==> src/rtl/rowseq_pkg.sv <==
package rowseq_pkg;
   localparam int CTL_W  = 4;
   localparam int GATE_B = 0;
   localparam int CLR_B  = 1;
   localparam int FULL_B = 2;
   localparam int EMPT_B = 3;

   typedef enum logic {
      SQ_IDLE = 1'b0,
      SQ_RUN  = 1'b1
   } seq_state_e;
endpackage

==> src/rtl/rowseq_patmem.sv <==
module rowseq_patmem
   import rowseq_pkg::*;
#(
   parameter int STEPS = 16,
   parameter int DUR_W = 8,
   localparam int STEP_W = $clog2(STEPS),
   localparam int SI_W   = STEP_W + 1
) (
   input  logic              clk,
   input  logic              rst_n,
   input  logic              wr_en,
   input  logic [STEP_W-1:0] wr_idx,
   input  logic [CTL_W-1:0]  wr_ctl,
   input  logic [DUR_W-1:0]  wr_dur,
   input  logic [SI_W-1:0]   rd_idx,
   output logic [CTL_W-1:0]  rd_ctl,
   output logic [DUR_W-1:0]  rd_dur
);
   localparam logic [SI_W-1:0] STEP_END = SI_W'(STEPS);

   logic [CTL_W-1:0] ctl_q [STEPS];
   logic [DUR_W-1:0] dur_q [STEPS];

   always_ff @(posedge clk) begin
      if (!rst_n) begin
         for (int s = 0; s < STEPS; s++) begin
            ctl_q[s] <= '0;
            dur_q[s] <= '0;
         end
      end else if (wr_en) begin
         ctl_q[wr_idx] <= wr_ctl;
         dur_q[wr_idx] <= wr_dur;
      end
   end

   // an index past the last step reads as a terminating step
   always_comb begin
      rd_ctl = '0;
      rd_dur = '0;
      if (rd_idx < STEP_END) begin
         rd_ctl = ctl_q[rd_idx[STEP_W-1:0]];
         rd_dur = dur_q[rd_idx[STEP_W-1:0]];
      end
   end


   write_lands_chk: assert property (@(posedge clk) disable iff (!rst_n)
      (wr_en && !$isunknown(wr_idx)) |=> (ctl_q[$past(wr_idx)] == $past(wr_ctl)));
endmodule

==> src/rtl/rowseq_ctrl.sv <==
module rowseq_ctrl
   import rowseq_pkg::*;
#(
   parameter int NUM_ROWS = 64,
   parameter int STEPS    = 16,
   parameter int DUR_W    = 8,
   localparam int ROW_W  = $clog2(NUM_ROWS),
   localparam int STEP_W = $clog2(STEPS),
   localparam int SI_W   = STEP_W + 1
) (
   input  logic             clk,
   input  logic             rst_n,
   input  logic             go,
   input  logic [ROW_W-1:0] go_row,
   input  logic [ROW_W-1:0] go_extra,
   input  logic             link_in,
   input  logic [DUR_W-1:0] step_dur,
   output logic [SI_W-1:0]  step_idx,
   output logic [ROW_W-1:0] row_idx,
   output logic             step_live,
   output logic             running,
   output logic             fin_pulse,
   output logic             link_pulse
);
   localparam logic [ROW_W-1:0] ROW_LAST = ROW_W'(NUM_ROWS - 1);

   seq_state_e       st_q;
   logic [ROW_W-1:0] row_q;
   logic [ROW_W-1:0] left_q;
   logic             chain_q;
   logic [SI_W-1:0]  step_q;
   logic [DUR_W-1:0] cnt_q;
   logic             fin_q;
   logic             link_q;

   logic end_mark;
   logic step_last;

   assign end_mark  = (step_dur == '0);
   assign step_last = (cnt_q == step_dur - DUR_W'(1));

   always_ff @(posedge clk) begin
      if (!rst_n) begin
         st_q    <= SQ_IDLE;
         row_q   <= '0;
         left_q  <= '0;
         chain_q <= 1'b0;
         step_q  <= '0;
         cnt_q   <= '0;
         fin_q   <= 1'b0;
         link_q  <= 1'b0;
      end else begin
         fin_q  <= 1'b0;
         link_q <= 1'b0;
         unique case (st_q)
            SQ_IDLE: begin
               step_q <= '0;
               cnt_q  <= '0;
               if (go) begin
                  st_q    <= SQ_RUN;
                  row_q   <= go_row;
                  left_q  <= go_extra;
                  chain_q <= 1'b0;
               end else if (link_in) begin
                  st_q    <= SQ_RUN;
                  row_q   <= '0;
                  left_q  <= '0;
                  chain_q <= 1'b1;
               end
            end
            SQ_RUN: begin
               if (end_mark) begin
                  step_q <= '0;
                  cnt_q  <= '0;
                  if (!chain_q && left_q == '0) begin
                     st_q  <= SQ_IDLE;
                     fin_q <= 1'b1;
                  end else if (row_q == ROW_LAST) begin
                     st_q   <= SQ_IDLE;
                     link_q <= 1'b1;
                  end else begin
                     row_q  <= row_q + ROW_W'(1);
                     left_q <= left_q - ROW_W'(1);
                  end
               end else if (step_last) begin
                  step_q <= step_q + SI_W'(1);
                  cnt_q  <= '0;
               end else begin
                  cnt_q <= cnt_q + DUR_W'(1);
               end
            end
            default: st_q <= SQ_IDLE;
         endcase
      end
   end

   assign running    = (st_q == SQ_RUN);
   assign step_live  = running && !end_mark;
   assign step_idx   = step_q;
   assign row_idx    = row_q;
   assign fin_pulse  = fin_q;
   assign link_pulse = link_q;


   go_loads_row_chk: assert property (@(posedge clk) disable iff (!rst_n)
      (!running && go) |=> (running && row_q == $past(go_row)));


   link_starts_zero_chk: assert property (@(posedge clk) disable iff (!rst_n)
      (!running && !go && link_in) |=> (running && row_q == '0));


   busy_holds_chk: assert property (@(posedge clk) disable iff (!rst_n)
      (running && !end_mark) |=> (running && $stable(row_q)));


   fin_single_chk: assert property (@(posedge clk) disable iff (!rst_n)
      fin_q |=> !fin_q);


   link_last_row_chk: assert property (@(posedge clk) disable iff (!rst_n)
      link_q |-> ($past(row_q) == ROW_LAST && !fin_q && !running));
endmodule

==> src/rtl/rowseq_drive.sv <==
module rowseq_drive
   import rowseq_pkg::*;
#(
   parameter int NUM_ROWS = 64,
   localparam int ROW_W = $clog2(NUM_ROWS)
) (
   input  logic                clk,
   input  logic                rst_n,
   input  logic                live,
   input  logic [ROW_W-1:0]    row_idx,
   input  logic [CTL_W-1:0]    ctl,
   output logic [NUM_ROWS-1:0] gate_o,
   output logic [NUM_ROWS-1:0] clr_o,
   output logic                full_o,
   output logic                empt_o
);
   logic want_gate;
   logic want_clr;

   assign full_o    = live && ctl[FULL_B];
   assign empt_o    = live && ctl[EMPT_B];
   assign want_gate = live && ctl[GATE_B];
   // a sample step always wins over a clear request
   assign want_clr  = live && ctl[CLR_B] && !ctl[FULL_B] && !ctl[EMPT_B];

   for (genvar r = 0; r < NUM_ROWS; r++) begin : g_row
      assign gate_o[r] = want_gate && (row_idx == ROW_W'(r));
      assign clr_o[r]  = want_clr  && (row_idx == ROW_W'(r));
   end


   one_gate_chk: assert property (@(posedge clk) disable iff (!rst_n)
      $onehot0(gate_o));


   one_clr_chk: assert property (@(posedge clk) disable iff (!rst_n)
      $onehot0(clr_o));


   clr_vs_sample_chk: assert property (@(posedge clk) disable iff (!rst_n)
      (|clr_o) |-> !(full_o || empt_o));
endmodule

==> src/rtl/row_steer_seq.sv <==
module row_steer_seq
   import rowseq_pkg::*;
#(
   parameter int NUM_ROWS = 64,
   parameter int STEPS    = 16,
   parameter int DUR_W    = 8,
   localparam int ROW_W  = $clog2(NUM_ROWS),
   localparam int STEP_W = $clog2(STEPS),
   localparam int SI_W   = STEP_W + 1
) (
   input  logic                clk,
   input  logic                rst_n,
   input  logic                pat_we,
   input  logic [STEP_W-1:0]   pat_addr,
   input  logic [CTL_W-1:0]    pat_ctl,
   input  logic [DUR_W-1:0]    pat_dur,
   input  logic                scan_go,
   input  logic [ROW_W-1:0]    scan_first,
   input  logic [ROW_W-1:0]    scan_extra,
   input  logic                chain_in,
   output logic [NUM_ROWS-1:0] row_gate,
   output logic [NUM_ROWS-1:0] row_clr,
   output logic                smp_full,
   output logic                smp_empty,
   output logic                busy,
   output logic                scan_done,
   output logic                chain_out
);
   if (NUM_ROWS < 2 || (NUM_ROWS & (NUM_ROWS - 1)) != 0) begin : g_bad_rows
      $error("row_steer_seq: NUM_ROWS must be a power of two, at least 2");
   end
   if (STEPS < 2 || (STEPS & (STEPS - 1)) != 0) begin : g_bad_steps
      $error("row_steer_seq: STEPS must be a power of two, at least 2");
   end
   if (DUR_W < 1) begin : g_bad_dur
      $error("row_steer_seq: DUR_W must be positive");
   end

   logic [SI_W-1:0]  step_idx;
   logic [ROW_W-1:0] row_idx;
   logic [CTL_W-1:0] step_ctl;
   logic [DUR_W-1:0] step_dur;
   logic             step_live;

   rowseq_patmem #(.STEPS(STEPS), .DUR_W(DUR_W)) u_mem (
      .clk    (clk),
      .rst_n  (rst_n),
      .wr_en  (pat_we),
      .wr_idx (pat_addr),
      .wr_ctl (pat_ctl),
      .wr_dur (pat_dur),
      .rd_idx (step_idx),
      .rd_ctl (step_ctl),
      .rd_dur (step_dur)
   );

   rowseq_ctrl #(.NUM_ROWS(NUM_ROWS), .STEPS(STEPS), .DUR_W(DUR_W)) u_ctrl (
      .clk        (clk),
      .rst_n      (rst_n),
      .go         (scan_go),
      .go_row     (scan_first),
      .go_extra   (scan_extra),
      .link_in    (chain_in),
      .step_dur   (step_dur),
      .step_idx   (step_idx),
      .row_idx    (row_idx),
      .step_live  (step_live),
      .running    (busy),
      .fin_pulse  (scan_done),
      .link_pulse (chain_out)
   );

   rowseq_drive #(.NUM_ROWS(NUM_ROWS)) u_drive (
      .clk     (clk),
      .rst_n   (rst_n),
      .live    (step_live),
      .row_idx (row_idx),
      .ctl     (step_ctl),
      .gate_o  (row_gate),
      .clr_o   (row_clr),
      .full_o  (smp_full),
      .empt_o  (smp_empty)
   );


   done_xor_chain_chk: assert property (@(posedge clk) disable iff (!rst_n)
      !(scan_done && chain_out));


   idle_quiet_chk: assert property (@(posedge clk) disable iff (!rst_n)
      !busy |-> (row_gate == '0 && row_clr == '0 && !smp_full && !smp_empty));
endmodule

==> config.mk <==
export PLATFORM = sky130hd
export DESIGN_NAME = row_steer_seq
export DESIGN_NICKNAME = d
export VERILOG_FILES = /design/src/rtl/rowseq_pkg.sv /design/src/rtl/rowseq_patmem.sv /design/src/rtl/rowseq_ctrl.sv /design/src/rtl/rowseq_drive.sv /design/src/rtl/row_steer_seq.sv
export SDC_FILE = /design/constraint.sdc
export NUM_CORES = 1
export LEC_CHECK = 0
export BUFFER_PORTS_ARGS = -buffer_cell sky130_fd_sc_hd__clkbuf_2
export CAP_MARGIN = 30
export CORE_MARGIN = 5
export CORE_UTILIZATION = 40
export DETAILED_ROUTE_END_ITERATION = 10
export PLACE_DENSITY = 0.71
export SETUP_SLACK_MARGIN = 0.4
export SLEW_MARGIN = 20
export SYNTH_ARGS = -nofsm -noshare
export SYNTH_HDL_FRONTEND = slang
export SYNTH_SLANG_ARGS = --single-unit
==> constraint.sdc <==
create_clock -name clk -period 4.2 [get_ports clk]
set_input_delay 0.84 -clock clk [delete_from_list [all_inputs] [get_ports clk]]
set_output_delay 0.84 -clock clk [all_outputs]
set_load 0.02 [all_outputs]
After elaboration in Yosys (flattened, before gate mapping)
Memory sizes are Yosys's and may differ from the RTL's. A register that Yosys moved wholly into a read port is not among the register bits.
Index checks and enable logic that the tools add are counted.
{"block": "totals", "word_cells": 281, "output_inout_bits": 133, "mem_count": 2, "ram_bits": 192, "inputBits": 33, "register_bits": 29}
{"name": "u_mem.dur_q", "words": 16, "width": 8, "read_ports": 1, "rd_clocked_by_memory_dff": 1, "write_ports": 16, "line": "rowseq_patmem.sv:22", "rtl": "logic [DUR_W-1:0] dur_q [STEPS];"}
{"name": "u_mem.ctl_q", "words": 16, "width": 4, "read_ports": 1, "rd_clocked_by_memory_dff": 1, "write_ports": 16, "line": "rowseq_patmem.sv:21", "rtl": "logic [CTL_W-1:0] ctl_q [STEPS];"}
{"block": "op_classes", "addsub": 5, "reduce_logical": 150, "n_eq_ne": 69, "bitwise": 3, "order_cmp": 1, "muxes": 43}
{"cell": "$eq 6x6->1 const B", "count": 32}
{"cell": "$logic_and 1x1->1", "count": 136}
{"cell": "$eq 6x5->1 const B", "count": 16}
{"cell": "$mux 6", "count": 9}
{"cell": "$eq 6x4->1 const B", "count": 8}
{"cell": "$mux 4", "count": 8}
{"cell": "$mux 8", "count": 4}
{"cell": "$eq 6x3->1 const B", "count": 4}
{"cell": "$pmux 6 s2", "count": 2}
{"cell": "$pmux 8 s2", "count": 1}
{"cell": "$mux 1", "count": 15}
{"cell": "$eq 6x2->1 const B", "count": 2}
{"cell": "$logic_not 6->1", "count": 2}
{"cell": "$mux 5", "count": 2}
{"cell": "$pmux 5 s2", "count": 1}
{"cell": "$add 8x1->8 const B", "count": 1}
{"cell": "$eq 8x8->1", "count": 1}
{"cell": "$logic_not 8->1", "count": 1}
{"cell": "$reduce_or 4->1", "count": 2}
{"cell": "$reduce_or 8->1", "count": 1}
{"cell": "$sub 8x1->8 const B", "count": 1}
{"cell": "$add 6x1->6 const B", "count": 1}
{"cell": "$eq 6x1->1 const B", "count": 1}
{"cell": "$ne 2x2->1 const B", "count": 3}
{"cell": "other kinds (11)", "count": 17}

Longest topological paths before layout
Gate-level depths: netlist of the first run.
{"block": "depth", "ltp_word": 9, "depth_mapped": 15, "mapped_depth_nobuf": 12}

Modules after synthesis
From an unflattened synthesis of the first run, not the netlist that was laid out.
{"block": "unflattened", "cells_unflattened": 1052, "area_unflattened_um2": 11785.1}
{"module": "rowseq_patmem", "cells_each": 648, "n_inst": 1, "area_per_inst_um2": 9085.0, "seq_area_each_um2": 5765.5}
{"module": "rowseq_ctrl", "cells_each": 215, "n_inst": 1, "area_per_inst_um2": 1694.1, "seq_area_each_um2": 580.6}
{"module": "rowseq_drive", "cells_each": 189, "n_inst": 1, "area_per_inst_um2": 1006.0, "seq_area_each_um2": 0.0}

Worst setup path after synthesis of the first run
OpenSTA, ideal clock, no wires.
{"block": "synth_path", "kind": "flip-flop to output port", "start": "reg with a tool-made name", "end": "out row_clr[48]", "path_buffers": 4, "arrival_ns": 3.245, "path_stages_with_launch": 12, "path_slack_ns": 0.115, "required_ns": 3.360, "path_cell_list": "dfxtp_1 > clkbuf_1 > buf_1 > buf_1 > mux4_2 > mux4_2 > nor2_1 > nand2_1 > nor4_4 > nand3_1 > clkbuf_1 > nor2_1"}
{"item": "end: declaration", "line": "row_steer_seq.sv:22", "rtl": "output logic [NUM_ROWS-1:0] row_clr,"}

==> metrics.log, run 1 <==
[metrics] dpl hpwl: 22200 um
[metrics] initial antenna violation count: 1
[metrics] pwr/cell area: 330 nW/um^2
[metrics] via count of the first global-routing pass: 8648
[metrics] standby leakage power: 5.64 nW
[metrics] clock-pin transition on the worst setup and hold timing paths: 60 ps
[metrics] last weighted congestion value of the routability-driven placer: 0.945
[metrics] xor/xnor share of the synthesized area: 1.30%
[metrics] largest vdd supply drop: 0.249 mV
[metrics] WP data required: 3360 ps
[metrics] kind of launch point of the worst setup path: flop
[metrics] clock root buffer master: sky130_fd_sc_hd__clkbuf_16
[metrics] number of inserted diodes: 0
[metrics] part of the cycle the worst path needs: 104%
[metrics] violations in the final reports: setup timing
[metrics] met3 layer usage reported by global route: 3.92%
[metrics] first-pass iteration count of the detailed router: 5
[metrics] Max-Slew Margin vs Limit: 28.6%
[metrics] Hold WC Path Type: flop to flop
[metrics] adder-cell share of the synthesized area: 0.871%
[metrics] per-cell via count in the routed design: 5.54
[metrics] area of the die: 32200 sq um
[metrics] Post-DRT Antenna Nets: 0
[metrics] Post-Route Hold Slack: 524 ps
[metrics] async set-reset flop share out of synthesis: 0%
[metrics] placed inst area: 12900 sq um
[metrics] dominant combinational cell family by area after synthesis: simple AND/OR/NAND/NOR gates
[metrics] Reg2Reg Setup Slack: 440 ps
[metrics] area of the core: 28500 sq um
[metrics] number of flops mapped to enable cells by yosys: 192
[metrics] Die Width: 180 um
[metrics] Avg Cell Area, Syn: 11.8 sq um
[metrics] largest net degree at the start of global routing: 33
[metrics] critical path's largest stage delay: 500 ps
[metrics] met1 track utilization from global routing: 25.4%
[metrics] Critical Path Sink: row_clr[61]
[metrics] final critical path time including I/O delays and setup: 4360 ps
[metrics] highest net fanout along the worst path: 10
[metrics] unrepaired setup endpoints after global routing: true
[metrics] post-route design area: 15500 sq um
[metrics] outcome: finished with violations
[metrics] drt total wl: 35600 um
[metrics] number of max-cap violations: 0
[metrics] ordered list of cells on the worst path: buf_12 > mux2i_1 > mux4_2 > mux2_4 > and4_4 > a21oi_4 > nor2_4 > buf_6 > nor4_4 > buf_6 > nand3_4 > clkbuf_16 > nor2_1 > buf_4
[metrics] Post-Synthesis Net Count: 1014
[metrics] Die H: 180 um
[metrics] highest achievable clock rate: 229 MHz
[metrics] Syn. warnings: 0
[metrics] synthesized instance count: 973
[metrics] post-synthesis cell type with the largest combined area: sky130_fd_sc_hd__edfxtp_1
[metrics] slowest cell on the critical path: sky130_fd_sc_hd__mux4_2
[metrics] DRC violations left: 0
[metrics] most used routing layer: met2
[metrics] mux share of post-synthesis cell area: 11.1%
[metrics] Post-CTS Hold Fix Bufs: 0
[metrics] post-route total power: 5.12 mW
[metrics] Synth Area in Compound Gates: 4.73%
[metrics] clock tree from TritonCTS: yes
[metrics] I/O pin count: 166
[metrics] number of buffers created by CTS: 25
[metrics] global routing met2 resource utilization: 35.6%
[metrics] # rows: 62
[metrics] most frequent cell on the critical path: sky130_fd_sc_hd__buf_6
[metrics] Cell Area, Synth: 11500 sq um
[metrics] global-route congestion overflow total: 0
[metrics] sinks on the clock net: 225
[metrics] Hold Fails Final Rpt: 0
[metrics] Area Growth Syn to Fin: 35.0%
[metrics] setup-violating endpoint count in the final report: 118
[metrics] latest clock arrival within the worst-skew pair: 520 ps
[metrics] Worst Slack Setup Final: -161 ps
[metrics] Layout Skew: 10.1 ps
[metrics] cell types occupying the most area after synthesis: sky130_fd_sc_hd__edfxtp_1 (50%), sky130_fd_sc_hd__and2_1 (11%), sky130_fd_sc_hd__mux4_2 (10%), sky130_fd_sc_hd__dfxtp_1 (5.7%), sky130_fd_sc_hd__nor2_1 (5.2%)
[metrics] pre-CTS setup slack: 216 ps
[metrics] flip-flop cell with the highest count after synthesis: sky130_fd_sc_hd__edfxtp_1
[metrics] drt initial violations: 757
[metrics] Worst Path Arrival: 3520 ps
[metrics] Seq/Total Area, Yosys: 55.9%
[metrics] Clock H-tree levels: 1
[metrics] fraction of layout cells with a size suffix above 1: 39.5%
[metrics] total number of vias: 8799
[metrics] synthesized-area fraction occupied by and/or/nand/nor cells: 22.9%
[metrics] Crit. End Element: output port
[metrics] slew at the pin closest to its max-slew limit: 1070 ps
[metrics] Synth Register Bits: 225
[metrics] commonest non-fill, non-tap cell in the layout: sky130_fd_sc_hd__and2_1
[metrics] number of different library cells in the post-synthesis netlist: 61
[metrics] Synth top area share: 50.2%
[metrics] Max Slew Vio Count: 0
[metrics] Final nets: 1228
[metrics] number of cells on the worst reg-to-reg path: 15
[metrics] critical path class: flop to output port
[metrics] global-route wire length before repair: 52300 um
[metrics] Clock Tree Buf Depth: 3
[metrics] starting density of the core: 40.3%
[metrics] commonest non-fill, non-tap cells in the layout: sky130_fd_sc_hd__and2_1 (194), sky130_fd_sc_hd__edfxtp_1 (192), sky130_fd_sc_hd__buf_4 (103), sky130_fd_sc_hd__nor2_1 (84)
[metrics] total routing resource utilization after global routing: 20.4%
[metrics] hold wc startpoint: u_ctrl.chain_q
[metrics] IO Port Bufs: 165
[metrics] post-DR wirelength/cell: 22.4 um
## sequential cells by signal (all words and copies together), names as in the netlist, named ones only
name,count
u_ctrl.step_idx,5
u_ctrl.link_pulse,1
u_mem.dur_q,128
u_ctrl.left_q,6
u_ctrl.row_idx,6
u_ctrl.running,1
u_ctrl.fin_pulse,1
u_mem.ctl_q,64
u_ctrl.chain_q,1
u_ctrl.cnt_q,8
## cells by family (layout without fill, tap and decap cells)
| family | count (synthesis) | count (layout) |
|---|---|---|
| muxes | 64 | 64 |
| adders and majority gates | 8 | 8 |
| AOI/OAI and AO/OA | 77 | 77 |
| DFF | 225 | 225 |
| xor gates and xnor gates | 17 | 17 |
| and+or+nand+nor | 501 | 501 |
| buffers and inverters | 81 | 312 |
## area by class of cell
type	instances	area [sq um]
Clock buffer	28	637
Clock inverter	16	154
Fill cell	2284	13000
Inverter	11	41.3
Multi-Input combinational cell	667	5260
Sequential cell	225	6430
Tap cell	384	480
Timing Repair Buffer	257	2500
## power breakdown
group / leakage, nW / internal [mW] / switching (mW)
logic: 3.16 / 0.163 / 0.270
clock network: 0.382 / 1.22 / 0.884
registers: 2.10 / 2.54 / 0.0462
total: 5.64 / 3.92 / 1.20
## worst max-delay path, delay by kind of cell, from the launching register on
kind / cells / cell delay (ps)
compound gates: 1 / 180
flops: 1 / 340
mux: 3 / 920
simple gates: 5 / 710
buf+inv: 5 / 860
## layer usage
layer	vias up	share of wire [%]
li1	3914	-
met1	4389	38
met2	414	51
met3	80	7.1
met4	2	3.6
met5	-	0.037
## stage by stage
| step | std cells | utilization, % | TNS, ps |
|---|---|---|---|
| after floorplan | 973 | - | 0 |
| after global placement | 1495 | 45.2 | 0 |
| after detailed placement | 1499 | 45.4 | 0 |
| after CTS | 1568 | 51.7 | -1540 |
| after global routing | 1588 | 54.3 | -19790 |
| final | 1588 | 54.3 | -8670 |
## cell usage after synthesis, drive strengths merged, types with 7 or more instances
| library cell | count |
|---|---|
| and3 | 10 |
| nand2 | 59 |
| mux2i | 11 |
| a21oi | 13 |
| o211a | 7 |
| xor2 | 7 |
| o21ai | 22 |
| a22oi | 13 |
| buf | 20 |
| xnor2 | 10 |
| mux4 | 51 |
| inv | 11 |
| dfxtp | 33 |
| edfxtp | 192 |
| nor2b | 10 |
| and2 | 195 |
| nand3 | 22 |
| clkbuf | 50 |
| nand4 | 9 |
| ha | 8 |
| nor2 | 161 |
## how the worst min path moves through the flow
| stage | endpoint | cells past startpoint |
|---|---|---|
| 2_1_floorplan | u_ctrl.cnt_q[0] | 1 |
| 4_1_cts | u_ctrl.chain_q | 2 |
| 6_report | u_ctrl.chain_q | 2 |
| 3_3_place_gp | u_ctrl.cnt_q[0] | 1 |
| 5_1_grt | u_ctrl.chain_q | 2 |
| 3_5_place_dp | u_ctrl.chain_q | 2 |
## what timing repair did
item                       4_1_cts  5_1_grt
gates cloned                     6        3
buffers inserted                19       12
pin swaps                       14       17
gates resized for setup        215      245
setup endpoints to repair      141      145
Note: power is estimated with default switching activity, not from simulation.
==> run 2: changes to the inputs <==
Settings changed: CORE_MARGIN 5 to default.
==> run 2 against run 1 <==
  * The flow still finishes with violations (setup timing)
  * Non-clock buffer count is 5 lower
  * Core utilization rose by 1.8 points
  * Flip-flop and latch count stayed put
  * Via count up 2.4%
  * Clock skew shrank 1.7 ps
  * Clock power barely moved
  * Combinational power about the same
  * Total power increased by 0.73%
  * Wire length increased by 4.8%
  * Critical path type unchanged
  * Largest cell class unchanged
==> metrics.log, run 2 (synthesis results as in run 1) <==
[metrics] cell-internal power: 3.94 mW (+0.53%)
[metrics] register with the most flip-flops: u_mem.dur_q
[metrics] total routing resource utilization after global routing: 22.1% (+1.7 points)
[metrics] Layout Skew: 8.47 ps (-1.67 ps)
[metrics] Crit. End Element: output port
[metrics] final critical path time including I/O delays and setup: 4370 ps (+5.03 ps)
[metrics] IO Port Bufs: 165 (unchanged)
[metrics] sinks on the clock net: 225 (unchanged)
[metrics] highest achievable clock rate: 229 MHz (-0.12%)
[metrics] commonest non-fill, non-tap cells in the layout: sky130_fd_sc_hd__and2_1 (195), sky130_fd_sc_hd__edfxtp_1 (192), sky130_fd_sc_hd__buf_4 (91), sky130_fd_sc_hd__nor2_1 (70), sky130_fd_sc_hd__nor2_4 (62)
[metrics] sw power: 1.22 mW (+1.4%)
[metrics] post-route design area: 15700 sq um (+1.3%)
[metrics] Post-DRT Antenna Nets: 0 (unchanged)
[metrics] total number of vias: 9012 (+2.4%)
[metrics] WP data required: 3360 ps (about the same)
[metrics] area of the core: 28000 sq um (-1.9%)
[metrics] Bufs and invs on worst path: 5 (unchanged)
[metrics] per-cell via count in the routed design: 5.71 (+3.0%)
[metrics] slew at the pin closest to its max-slew limit: 996 ps (-71.3 ps)
[metrics] Clock Tree Buf Depth: 3 (unchanged)
[metrics] sequential share of power: 50.2% (-0.3 points)
[metrics] placed inst area: 12900 sq um (-0.49%)
[metrics] part of the cycle the worst path needs: 104% (+0.12 points)
[metrics] post-DR wirelength/cell: 23.6 um (+5.4%)
[metrics] via count of the first global-routing pass: 8242 (-4.7%)
[metrics] clock-pin transition on the worst setup and hold timing paths: 60 ps (about the same)
[metrics] count of fill cells added during filler insertion: 2128 (-6.8%)
[metrics] DRC violations left: 0 (unchanged)
[metrics] Die Width: 172 um (-4.5%)
[metrics] first-pass iteration count of the detailed router: 7 (+2)
[metrics] max reg flops: 128 (unchanged)
[metrics] proportion of power drawn by combinational gates: 8.4% (about the same)
[metrics] pwr/cell area: 328 nW/um^2 (-0.59%)
[metrics] ordered list of cells on the worst path: buf_6 > buf_12 > mux4_2 > mux4_2 > nor2_1 > nand2_1 > nor4_4 > buf_6 > nand2_1 > buf_8 > nor2_1 > buf_4
[metrics] slowest cell on the critical path: sky130_fd_sc_hd__mux4_2
[metrics] largest registers ranked by flip-flop count: u_mem.dur_q (128), u_mem.ctl_q (64), u_ctrl.cnt_q (8)
[metrics] critical path's largest stage delay: 550 ps (+50 ps)
[metrics] area of the die: 29400 sq um (-8.7%)
[metrics] highest net fanout along the worst path: 16 (+6)
[metrics] initial antenna violation count: 0 (-1)
[metrics] Hold WC Path Type: flop to flop
[metrics] Worst Slack Setup Final: -166 ps (-5.03 ps)
[metrics] commonest non-fill, non-tap cell in the layout: sky130_fd_sc_hd__and2_1
[metrics] violations in the final reports: setup timing
[metrics] Area Growth Syn to Fin: 36.7%
[metrics] family of cells with the greatest summed delay on the critical path: multiplexers
[metrics] Clock H-tree levels: 1 (unchanged)
[metrics] drt initial violations: 847 (+12%)
[metrics] standby leakage power: 5.66 nW (+0.36%)
[metrics] I/O pin count: 166 (unchanged)
[metrics] number of inserted diodes: 0 (unchanged)
[metrics] kind of launch point of the worst setup path: flop
[metrics] latest clock arrival within the worst-skew pair: 530 ps (about the same)
[metrics] Max Slew Vio Count: 0 (unchanged)
[metrics] last weighted congestion value of the routability-driven placer: 0.815 (-14%)
[metrics] Worst Path Arrival: 3530 ps (about the same)
[metrics] Hold Fails Final Rpt: 0 (unchanged)
[metrics] # rows: 61 (-1.6%)
[metrics] post-layout util: 56.1% (+1.8 points)
[metrics] critical path class: flop to output port
[metrics] clock tree from TritonCTS: yes
[metrics] Max-Slew Margin vs Limit: 33.4% (+4.8 points)
[metrics] Die H: 172 um (-4.5%)
[metrics] drt total wl: 37300 um (+4.8%)
[metrics] fraction of layout cells with a size suffix above 1: 39.7% (+0.18 points)
[metrics] clock root buffer master: sky130_fd_sc_hd__clkbuf_16
[metrics] Clk network pwr share: 41.4% (+0.3 points)
[metrics] largest net degree at the start of global routing: 32 (-3.0%)
[metrics] Final nets: 1223 (-0.41%)
[metrics] largest vdd supply drop: 0.218 mV (-13%)
[metrics] number of max-cap violations: 0 (unchanged)
[metrics] global-route wire length before repair: 48800 um (-6.7%)
[metrics] dpl hpwl: 20700 um (-6.7%)
[metrics] global-route congestion overflow total: 0 (unchanged)
[metrics] outcome: finished with violations
[metrics] unrepaired setup endpoints after global routing: true
[metrics] Net Sw Frac: 23.6% (+0.15 points)
[metrics] setup-violating endpoint count in the final report: 116 (-1.7%)
[metrics] starting density of the core: 41.0% (+0.77 points)
[metrics] number of buffers created by CTS: 25 (unchanged)
==> run 2: cell types whose count changed in the layout (fill, tap and decap cells not counted), sizes merged <==
cell / delta
clkinv: +3
buf: +25
bufbuf: -1
clkbuf: -29
clkinvlp: -1
==> run 2: final cells by class <==
| class | instances | area, sq um | area share [%] |
|---|---|---|---|
| Sequential cell | 225 | 6440 | 41.0 |
| Clock inverter | 18 | 148 | 0.939 |
| Tap cell | 378 | 473 | 3.01 |
| Timing Repair Buffer | 252 | 2530 | 16.1 |
| Inverter | 11 | 41.3 | 0.263 |
| Multi-Input combinational cell | 667 | 5430 | 34.5 |
| Clock buffer | 28 | 657 | 4.18 |
==> run 2: what timing repair did <==
action,CTS,global route
hold buffers,0,0
gates cloned,8,1
pin swaps,19,27
endpoints found under the setup margin,135,135
setup buffers,22,9
resized for setup,242,310
==> run 2: final timing paths <==
kind | depth (start not counted) | end | slack [ps] | startpoint
setup / recovery | 12 | row_clr[8] | -170 | flop
setup reg to reg | 15 | u_ctrl.step_idx[3] | 510 | flop
hold / removal | 1 | u_ctrl.left_q[1] | 530 | u_ctrl.left_q[1]
hold reg to reg | 1 | u_ctrl.left_q[1] | 530 | u_ctrl.left_q[1]
==> run 2: metal layers <==
metal  up-vias  wire length, um  track usage, %
met1      4422            13800            27.9
met4         0             1800            7.76
met3       156             3360            3.41
li1       3892                -               -
met2       542            18400            38.4
met5         -                0               0
==> run 2: power by group through the flow <==
stage                     clock network [mW]  registers [mW]  logic, mW
after global placement                     0            2.62      0.364
after CTS                               2.15            2.58      0.395
after floorplan                            0            2.61      0.238
after global routing                    2.25            2.60      0.460
final                                   2.14            2.59      0.433
after detailed placement                   0            2.63      0.370
==> run 2: through the flow <==
step / std cells / power (mW) / setup TNS, ps / hold slack [ps] / setup slack, ps
after global routing: 1579 / 5.30 / -22250 / 543 / -272
after CTS: 1563 / 5.13 / -2650 / 521 / -60.1
after global placement: 1486 / 2.99 / 0 / 501 / 153
after detailed placement: 1487 / 3.00 / 0 / 512 / 89.2
after floorplan: 973 / 2.85 / 0 / 470 / 327
final: 1579 / 5.16 / -6970 / 528 / -166
